==> config.mk <==
export PLATFORM = sky130hd
export DESIGN_NAME = fbx_ctrl
export DESIGN_NICKNAME = d
export VERILOG_FILES = /design/src/rtl/fbx_pkg.sv /design/src/rtl/fbx_cfg_regs.sv /design/src/rtl/fbx_seq.sv /design/src/rtl/fbx_ctrl.sv
export SDC_FILE = /design/constraint.sdc
export NUM_CORES = 1
export LEC_CHECK = 0
export BUFFER_PORTS_ARGS = -buffer_cell sky130_fd_sc_hd__buf_4
export CORE_ASPECT_RATIO = 1.1
export CORE_MARGIN = 4
export CORE_UTILIZATION = 40
export DETAILED_ROUTE_END_ITERATION = 10
export GPL_TIMING_DRIVEN = 0
export PLACE_DENSITY = 0.76
export SYNTH_ARGS = -nofsm -noshare
export SYNTH_HDL_FRONTEND = slang
export SYNTH_SLANG_ARGS = --single-unit
==> constraint.sdc <==
create_clock -name clk -period 2.02 [get_ports clk]
set_clock_uncertainty 0.2 [all_clocks]
set_input_delay 0.101 -clock clk [delete_from_list [all_inputs] [get_ports clk]]
set_output_delay 0.101 -clock clk [all_outputs]
set_load 0.1 [all_outputs]
==> src/rtl/fbx_pkg.sv <==
package fbx_pkg;
  localparam int REG_W     = 32;
  localparam int EMPTY_LSB = 16;
  localparam int RXEN_BIT  = 30;
  localparam int TXEN_BIT  = 31;

  localparam int A_CTRL = 0;
  localparam int A_STAT = 1;
  localparam int A_CONT = 2;
  localparam int A_CFG0 = 4;
  localparam int N_CFG  = 4;

  typedef enum logic [1:0] {ST_OPEN, ST_HOLD, ST_SEND} fbx_state_e;

  // flag31, flag30, empty field, word field -> register image
  function automatic logic [REG_W-1:0] fbx_pack(input logic f31, input logic f30,
                                               input logic [13:0] empty,
                                               input logic [15:0] words);
    fbx_pack = {f31, f30, empty, words};
  endfunction

  function automatic logic [15:0] fbx_words(input logic [REG_W-1:0] w);
    fbx_words = w[15:0];
  endfunction

  function automatic logic [13:0] fbx_empty(input logic [REG_W-1:0] w);
    fbx_empty = w[29:EMPTY_LSB];
  endfunction
endpackage

==> src/rtl/fbx_cfg_regs.sv <==
module fbx_cfg_regs
  import fbx_pkg::*;
#(
  parameter int ADDR_W = 3
) (
  input  logic              clk,
  input  logic              rst_n,
  input  logic              wr_en,
  input  logic [ADDR_W-1:0] addr,
  input  logic [REG_W-1:0]  wdata,
  output logic              rd_hit,
  output logic [REG_W-1:0]  rdata,
  output logic [47:0]       mac,
  output logic [31:0]       ip,
  output logic [15:0]       port
);
  logic [N_CFG*REG_W-1:0] cfg_flat;
  logic [N_CFG-1:0]       sel;

  for (genvar g = 0; g < N_CFG; g++) begin : g_word
    // even words are full width, odd words keep 16 bits
    localparam logic [REG_W-1:0] FMASK = (g % 2 == 0) ? 32'hFFFF_FFFF : 32'h0000_FFFF;
    logic [REG_W-1:0] q;
    assign sel[g] = (addr == ADDR_W'(A_CFG0 + g));
    always_ff @(posedge clk or negedge rst_n) begin
      if (!rst_n)                q <= '0;
      else if (wr_en && sel[g])  q <= wdata & FMASK;
    end
    assign cfg_flat[g*REG_W +: REG_W] = q;

    a_r12_cfg_write_lands: assert property (@(posedge clk) disable iff (!rst_n)
      (wr_en && sel[g]) |=> (q == ($past(wdata) & FMASK)));
  end

  always_comb begin
    rdata = '0;
    for (int i = 0; i < N_CFG; i++)
      if (sel[i]) rdata = cfg_flat[i*REG_W +: REG_W];
  end
  assign rd_hit = |sel;

  assign mac  = {cfg_flat[1*REG_W +: 16], cfg_flat[0 +: REG_W]};
  assign ip   = cfg_flat[2*REG_W +: REG_W];
  assign port = cfg_flat[3*REG_W +: 16];
endmodule

==> src/rtl/fbx_seq.sv <==
module fbx_seq
  import fbx_pkg::*;
#(
  parameter int WORDS_W = 11,
  parameter int EMPTY_W = 2
) (
  input  logic               clk,
  input  logic               rst_n,
  input  logic               rx_en,
  input  logic               tx_en,
  input  logic               stat_wr,
  input  logic               cont_wr,
  input  logic               rx_done,
  input  logic [WORDS_W-1:0] rx_words,
  input  logic [EMPTY_W-1:0] rx_empty,
  input  logic               tx_done,
  output logic               rx_ready,
  output logic               irq,
  output logic [WORDS_W-1:0] stat_words,
  output logic [EMPTY_W-1:0] stat_empty,
  output logic               tx_start,
  output logic               tx_fin
);
  fbx_state_e state_q, state_d;
  logic       frame_acc;
  logic       release_hit;
  logic       pend_q;

  assign rx_ready    = (state_q == ST_OPEN) && rx_en;
  assign frame_acc   = rx_done && rx_ready;
  assign release_hit = cont_wr && (state_q == ST_HOLD);
  assign tx_fin      = tx_done && (state_q == ST_SEND);

  always_comb begin
    state_d = state_q;
    unique case (state_q)
      ST_OPEN: if (frame_acc)   state_d = ST_HOLD;
      ST_HOLD: if (release_hit) state_d = tx_en ? ST_SEND : ST_OPEN;
      ST_SEND: if (tx_done)     state_d = ST_OPEN;
      default:                  state_d = ST_OPEN;
    endcase
  end

  always_ff @(posedge clk or negedge rst_n) begin
    if (!rst_n) begin
      state_q    <= ST_OPEN;
      pend_q     <= 1'b0;
      stat_words <= '0;
      stat_empty <= '0;
      tx_start   <= 1'b0;
    end else begin
      state_q  <= state_d;
      tx_start <= release_hit && tx_en;
      // new frame outranks an acknowledge on the same edge
      if (frame_acc) begin
        pend_q     <= 1'b1;
        stat_words <= rx_words;
        stat_empty <= rx_empty;
      end else if (stat_wr) begin
        pend_q <= 1'b0;
      end
    end
  end
  assign irq = pend_q;

  a_r3_irq_only_after_frame: assert property (@(posedge clk) disable iff (!rst_n)
    $rose(irq) |-> $past(frame_acc));
  a_r4_ack_drops_irq: assert property (@(posedge clk) disable iff (!rst_n)
    (stat_wr && !frame_acc) |=> !irq);
  a_r5_frame_beats_ack: assert property (@(posedge clk) disable iff (!rst_n)
    (stat_wr && frame_acc) |=> irq);
  a_r7_closed_after_frame: assert property (@(posedge clk) disable iff (!rst_n)
    frame_acc |=> !rx_ready);
  a_r8_start_is_pulse: assert property (@(posedge clk) disable iff (!rst_n)
    tx_start |=> !tx_start);
  a_r8_start_has_cause: assert property (@(posedge clk) disable iff (!rst_n)
    tx_start |-> $past(cont_wr && tx_en));
  a_r8_closed_while_sending: assert property (@(posedge clk) disable iff (!rst_n)
    tx_start |-> !rx_ready);
endmodule

==> src/rtl/fbx_ctrl.sv <==
module fbx_ctrl
  import fbx_pkg::*;
#(
  parameter int ADDR_W  = 3,
  parameter int WORDS_W = 11,
  parameter int EMPTY_W = 2
) (
  input  logic               clk,
  input  logic               rst_n,
  input  logic               reg_wr,
  input  logic [ADDR_W-1:0]  reg_addr,
  input  logic [31:0]        reg_wdata,
  output logic [31:0]        reg_rdata,
  output logic               irq,
  output logic               rx_ready,
  input  logic               rx_done,
  input  logic [WORDS_W-1:0] rx_words,
  input  logic [EMPTY_W-1:0] rx_empty,
  output logic               tx_start,
  output logic [WORDS_W-1:0] tx_words,
  output logic [EMPTY_W-1:0] tx_empty,
  input  logic               tx_done,
  output logic [47:0]        cfg_mac,
  output logic [31:0]        cfg_ip,
  output logic [15:0]        cfg_udp_port
);
  logic               wr_ctrl, wr_stat, wr_cont;
  logic               ctrl_tx_en, ctrl_rx_en;
  logic [WORDS_W-1:0] ctrl_words;
  logic [EMPTY_W-1:0] ctrl_empty;
  logic [WORDS_W-1:0] stat_words;
  logic [EMPTY_W-1:0] stat_empty;
  logic               tx_fin;
  logic               cfg_hit;
  logic [REG_W-1:0]   cfg_rdata;

  assign wr_ctrl = reg_wr && (reg_addr == ADDR_W'(A_CTRL));
  assign wr_stat = reg_wr && (reg_addr == ADDR_W'(A_STAT));
  assign wr_cont = reg_wr && (reg_addr == ADDR_W'(A_CONT));

  always_ff @(posedge clk or negedge rst_n) begin
    if (!rst_n) begin
      ctrl_tx_en <= 1'b0;
      ctrl_rx_en <= 1'b0;
      ctrl_words <= '0;
      ctrl_empty <= '0;
    end else begin
      if (wr_ctrl) begin
        ctrl_tx_en <= reg_wdata[TXEN_BIT];
        ctrl_rx_en <= reg_wdata[RXEN_BIT];
        ctrl_words <= WORDS_W'(fbx_words(reg_wdata));
        ctrl_empty <= EMPTY_W'(fbx_empty(reg_wdata));
      end
      // completion of the transmit reader overrides the host's enable
      if (tx_fin) ctrl_tx_en <= 1'b0;
    end
  end
  assign tx_words = ctrl_words;
  assign tx_empty = ctrl_empty;

  fbx_seq #(.WORDS_W(WORDS_W), .EMPTY_W(EMPTY_W)) u_seq (
    .clk        (clk),
    .rst_n      (rst_n),
    .rx_en      (ctrl_rx_en),
    .tx_en      (ctrl_tx_en),
    .stat_wr    (wr_stat),
    .cont_wr    (wr_cont),
    .rx_done    (rx_done),
    .rx_words   (rx_words),
    .rx_empty   (rx_empty),
    .tx_done    (tx_done),
    .rx_ready   (rx_ready),
    .irq        (irq),
    .stat_words (stat_words),
    .stat_empty (stat_empty),
    .tx_start   (tx_start),
    .tx_fin     (tx_fin)
  );

  fbx_cfg_regs #(.ADDR_W(ADDR_W)) u_cfg (
    .clk    (clk),
    .rst_n  (rst_n),
    .wr_en  (reg_wr),
    .addr   (reg_addr),
    .wdata  (reg_wdata),
    .rd_hit (cfg_hit),
    .rdata  (cfg_rdata),
    .mac    (cfg_mac),
    .ip     (cfg_ip),
    .port   (cfg_udp_port)
  );

  always_comb begin
    if (cfg_hit)
      reg_rdata = cfg_rdata;
    else if (reg_addr == ADDR_W'(A_CTRL))
      reg_rdata = fbx_pack(ctrl_tx_en, ctrl_rx_en, 14'(ctrl_empty), 16'(ctrl_words));
    else if (reg_addr == ADDR_W'(A_STAT))
      reg_rdata = fbx_pack(irq, 1'b0, 14'(stat_empty), 16'(stat_words));
    else
      reg_rdata = '0;
  end

  a_r11_tx_en_self_clears: assert property (@(posedge clk) disable iff (!rst_n)
    tx_fin |=> !ctrl_tx_en);
  a_r9_no_start_when_disabled: assert property (@(posedge clk) disable iff (!rst_n)
    (wr_cont && !ctrl_tx_en) |=> !tx_start);
  a_r6_fields_follow_write: assert property (@(posedge clk) disable iff (!rst_n)
    wr_ctrl |=> (tx_words == WORDS_W'($past(reg_wdata[15:0]))));
endmodule

[Word level (Yosys, flattened, before mapping)]
Cells that the tools add are included.
Word-level totals
  flip-flop bits (word level): 128
  output and inout port bits: 144
  word-level logic and storage cells: 58
  input bits: 53
Operators by class
  reductions and logical operators: 18
  multiplexer cells: 16
  equal/unequal tests: 11
Operators by type and width (number)
  32-bit 2-to-1 mux: 7
  3-bit == test, second input constant: 4
  1-bit logical AND: 12
  2-bit 2-to-1 mux: 4
  2-bit one-hot mux with 3 select lines: 1
  1-bit 2-to-1 mux: 4
  2-bit by 1-bit inequality test with 1-bit output, second input constant: 2
  2-bit nonzero test: 2
  4-bit OR reduction: 1
  3-bit by 1-bit == test with 1-bit output, second input constant: 1
  3-bit by 2-bit == test with 1-bit output, second input constant: 1
  3-bit zero test: 1
  3-bit AND reduction: 1
  2-bit by 1-bit == test with 1-bit output, second input constant: 1
  2-bit == test, second input constant: 1
  2-bit zero test: 1
  2-bit inequality test, second input constant: 1

[Longest topological paths before layout]
  depth after elaboration: 6
  depth in mapped cells: 7
  mapped depth without buffers: 3

[By module]
From an unflattened synthesis, not the netlist that was laid out.
Unflattened totals
  cells, all modules: 448
  area total of the unflattened synthesis: 6242.2 um^2
By module, submodules not included
  fbx_cfg_regs: times used 1, cells each 299, sequential area each 2402.3 um^2, area each 4460.5 um^2
  fbx_ctrl: times used 1, cells each 105, sequential area each 375.4 um^2, area each 1066.0 um^2
  fbx_seq: times used 1, cells each 44, sequential area each 425.4 um^2, area each 715.7 um^2

[Worst setup path after synthesis]
OpenSTA, ideal clock, no wires.
  path type: register -> register
  start: register u_seq.state_q[1]
  end: register u_seq.stat_empty[0]
  cell stages (with the launch flop): 6
  arrival: 3.574 ns
  buffers on the path: 2
  setup slack: -1.878 ns
  required time: 1.695 ns
  period minus slack after synthesis: 3.898 ns
  setup time: 0.125 ns
  cell sequence: dfrtp_1 > nor3b_1 > and2_1 > buf_2 > buf_6 > mux2_2
Between the ends
  cells in the longest elaborated chain, start to end: 3
RTL lines
  start: declaration: RTL line fbx_seq.sv:24  | fbx_state_e state_q, state_d;
  start signal: assignment: RTL line fbx_seq.sv:52  | state_q <= state_d;
  2-bit zero test: RTL line fbx_seq.sv:29  | assign rx_ready = (state_q == ST_OPEN) && rx_en;
  1-bit logical AND: RTL line fbx_seq.sv:29
  net rx_ready: RTL line fbx_ctrl.sv:15  | output logic rx_ready,
  1-bit logical AND: RTL line fbx_seq.sv:30  | assign frame_acc = rx_done && rx_ready;
  end signal: assignment: RTL line fbx_seq.sv:58  | stat_empty <= rx_empty;
  end: declaration: RTL line fbx_seq.sv:20  | output logic [EMPTY_W-1:0] stat_empty,
The timed path passes the listed nets, and every way through them passes these cells.
A chain may end at the register's enable or synchronous reset.

[Worst setup path after layout]
  start: register u_cfg.g_word[2].q[14] (netlist: u_cfg.ip[14])
  end: output port reg_rdata[14]
Between the ends
  cells in the longest elaborated chain, start to end: 3
RTL lines
  start: declaration: RTL line fbx_cfg_regs.sv:23  | logic [REG_W-1:0] q;
  start signal: assignment: RTL line fbx_cfg_regs.sv:27  | else if (wr_en && sel[g]) q <= wdata & FMASK;
  32-bit 2-to-1 mux (2 in series): RTL line fbx_cfg_regs.sv:38  | if (sel[i]) rdata = cfg_flat[i*REG_W +: REG_W];
  32-bit 2-to-1 mux: RTL line fbx_ctrl.sv:94  | if (cfg_hit)
  end: declaration: RTL line fbx_ctrl.sv:13  | output logic [31:0] reg_rdata,
No other way between the ends.

==> key figures <==
Worst setup path
  • Critical Path Fanout Max: 3
  • FF-to-FF Start: u_seq.state_q[1]
  • Reg-to-reg setup timing slack: around 230 ps
  • Worst path buffer plus inverter count: 1
  • Critical path type: reg2out
  • Req. time, crit path: about 1700 ps
  • Critical path startpoint category: flip-flop
  • R2r endpoint: u_seq.stat_words[9]
  • CP peak stage delay: around 450 ps
  • Crit-path cells: mux4_2 > and2_2 > buf_12
  • CP Capture Type: primary output
  • CP max-delay cell: mux4_2
  • R2R cell count: 5
  • Critical path arrival: ~1700 ps
  • CP delay by family, top: multiplexers

Floorplanning
  • Full die area: 0.0168 mm^2
  • Core Region: 0.0144 mm^2
  • Row cnt: 46
  • Starting Density: between 40% and 50%
  • Io pins: 197
  • Chip width: about 120 um
  • Die height: ~140 um

Power
  • Total power per unit cell area: roughly 1500 mW/mm^2
  • VDD IR-drop max: slightly above 1 mV
  • Final Power: between 10000 and 15000 uW
  • Pleak: between 0.004 and 0.005 uW

Yosys
  • Synthesis-stage register bit count: ~130
  • Syn nets: around 460
  • Synth Warn #: 0
  • Sequential element share of the synthesized area: between 50% and 60%
  • Synthesized area: a little under 0.006 mm^2
  • Post-synthesis cell type count: 34
  • Mean Syn Cell Area: 14.7 um^2
  • Syn Inst Count: approximately 400

Timing
  • Setup WS post-layout: approximately 42 ps
  • Slew margin rel.: ~59%
  • Final Hold Viols: 0
  • Setup repair after global routing missed its margin: false
  • Setup TNS: 0 ps
  • Final Setup Violations: 0
  • FMAX: 506 MHz
  • Final Cycle Share: 97.9%
  • Fin crit period: approximately 2000 ps
  • Slew @ Worst Pin: roughly 610 ps
  • Fin. max-slew vios: 0

Detailed routing
  • DR vias: ~4400
  • Final ANT Viol Nets: 0
  • Routed WL per cell: roughly 20 um
  • DR vias/cell: roughly 5.0
  • Total wire length: about 18 mm
  • DRC violations left: 0
  • 1st-pass router iterations: 4
  • DR iter-0 viols: 134

Clock network
  • TritonCTS Sinks: between 100 and 150
  • Setup Buffers After CTS: 0
  • H-Tree Depth: 4
  • TritonCTS clock tree: done
  • Max clock buf depth: 2
  • Reg clk slew, reported paths: roughly 50 ps
  • Total CTS buffers: 17
  • Root buf cell: clkbuf_16
  • Clock insertion delay at the later pin of the skew report: just over 400 ps

Placement
  • DP Worst Slack: -361 ps
  • Number of port buffers: roughly 190
  • Dpl hpwl: around 12 mm
  • GP Congestion: roughly 0.77
  • Placement Cell Area: 0.00800 mm^2

Status
  • Status: finished clean

Final layout
  • Diode count: 0
  • Post-route design area: 0.00913 mm^2
  • Final-stage net count: 724
  • Filler cells: ~1100
  • P&R area growth vs syn: 54.6%
  • Share of cells above drive strength 1: 67.3%

Global route
  • Largest net degree at the start of global routing: 67
  • Total gr overflow: 0
  • Total GRT Usage: 21.5%
  • Vias in the first global route: 4842
  • Initial antenna violation count: 0
  • First-pass GRT wire length: about 27 mm

Run
  • MaxCap Viol Count: 0

Min path
  • HP Class: in2async
==> sequential cells by signal, indices dropped and copies added (netlist names) <==
register,count
ctrl_tx_en,1
u_seq.stat_words,11
tx_words,11
u_seq.stat_empty,2
u_seq.state_q,2
ctrl_rx_en,1
tx_empty,2
u_seq.irq,1
u_seq.tx_start,1
u_cfg.ip,32
u_cfg.g_word.q,64
==> layout by cell type (no fill, tap or decap), types with 3 or more instances in the layout <==
cell type      Yosys  layout
buf_4              8     196
mux2_2           119     111
dfrtp_1          128      86
dlygate4sd3_1      0      55
mux2i_1           52      52
dfrtp_2            0      42
clkbuf_16          0      17
buf_6              9      13
nor2_4             0      13
o22a_1            11      11
o21ai_4            0      11
mux2_4             3      11
buf_2              7       5
mux4_2             5       5
clkbuf_1           4       5
clkbuf_2           0       4
and2_2             0       4
clkbuf_8           0       4
clkinv_2           0       4
o22ai_4            0       3
==> cell type report <==
type / instances / area [um^2] / area share [%]
Sequential cell: 128 / 3260 / 35.6
Multi-Input combinational cell: 245 / 2800 / 30.7
Timing Repair Buffer: 249 / 2070 / 22.6
Clock buffer: 26 / 499 / 5.47
Tap cell: 192 / 240 / 2.63
Buffer: 28 / 229 / 2.51
Clock inverter: 6 / 35.0 / 0.384
Inverter: 2 / 7.51 / 0.0822
==> routing by layer <==
layer	up-vias	share of wire, %	track usage [%]
met4	0	1.6	7.57
li1	2017	-	-
met1	2236	40	25.6
met5	-	0	0
met3	21	6.5	5.18
met2	148	51	37.7
==> cells in the mapped netlist <==
master      n  area, um^2
nor2b_2     1        8.76
mux2_2    119        1340
nor4b_4     1        23.8
nand4_2     1        12.5
inv_1       2        7.51
nand3_2     1        10.0
mux2_1      2        22.5
nand2b_1    1        6.26
buf_2       7        35.0
or2_2       2        12.5
and4b_1     1        10.0
mux2_4      3        45.0
nor3b_1     1        7.51
mux4_2      5         113
mux2i_1    52         521
clkbuf_1    4        15.0
dfrtp_1   128        3200
a31oi_1     1        6.26
a22oi_1     1        7.51
nand3b_1    1        7.51
a21o_1      1        7.51
nor4bb_1    1        10.0
buf_6       9         101
nor2b_4     1        13.8
nor2_1     14        52.6
a31o_2      1        8.76
and2_1      6        37.5
o22a_1     11        96.3
buf_4       8        60.1
nor3_1      1        5.00
o22ai_1     3        18.8
nand2_1     1        3.75
nand4b_4    1        23.8
o21ai_0    11        55.1
==> through the flow <==
| step | utilization (%) | std cells | hold slack, ps |
|---|---|---|---|
| detailed placement | 55.4 | 789 | -67.7 |
| floorplan | - | 403 | -395 |
| CTS | 63.0 | 876 | 27.5 |
| finish | 63.2 | 876 | 44.6 |
| global placement | 55.2 | 788 | 109 |
| global route | 63.2 | 876 | 58.9 |
==> cells by family (layout without fill, tap and decap cells) <==
| family | Yosys count | in the layout | synth area share (%) |
|---|---|---|---|
| DFF | 128 | 128 | 54.2 |
| buffers and inverters | 30 | 311 | 3.71 |
| AOI/OAI and AO/OA | 29 | 29 | 3.39 |
| muxes | 181 | 181 | 34.5 |
| and+or+nand+nor | 35 | 35 | 4.15 |
==> repair_timing <==
item / in CTS / in global routing
hold buffers: 55 / 0
gates resized for setup: 8 / 9
endpoints found under the setup margin: 28 / 14
hold endpoints to repair: 256 / 0
==> where the power goes <==
part,switching (uW),internal [uW],leakage (uW)
Clock,1050,1690,0.000260
Combinational,5490,1820,0.00243
Sequential,512,3260,0.00149
==> worst max path at each step <==
stage                                      from                  end  slack [ps]  depth (start not counted)
final                              u_cfg.ip[14]        reg_rdata[14]          40                          3
after global routing               u_cfg.ip[14]        reg_rdata[14]         0.5                          3
after CTS                 u_cfg.g_word[3].q[11]        reg_rdata[11]         0.8                          3
after detailed placement            reg_addr[2]        reg_rdata[17]        -360                          6
after global placement              reg_addr[2]        reg_rdata[17]        -360                          6
after floorplan                u_seq.state_q[1]  u_seq.stat_empty[0]        -400                          5
Power figures use the tool's default switching activity.
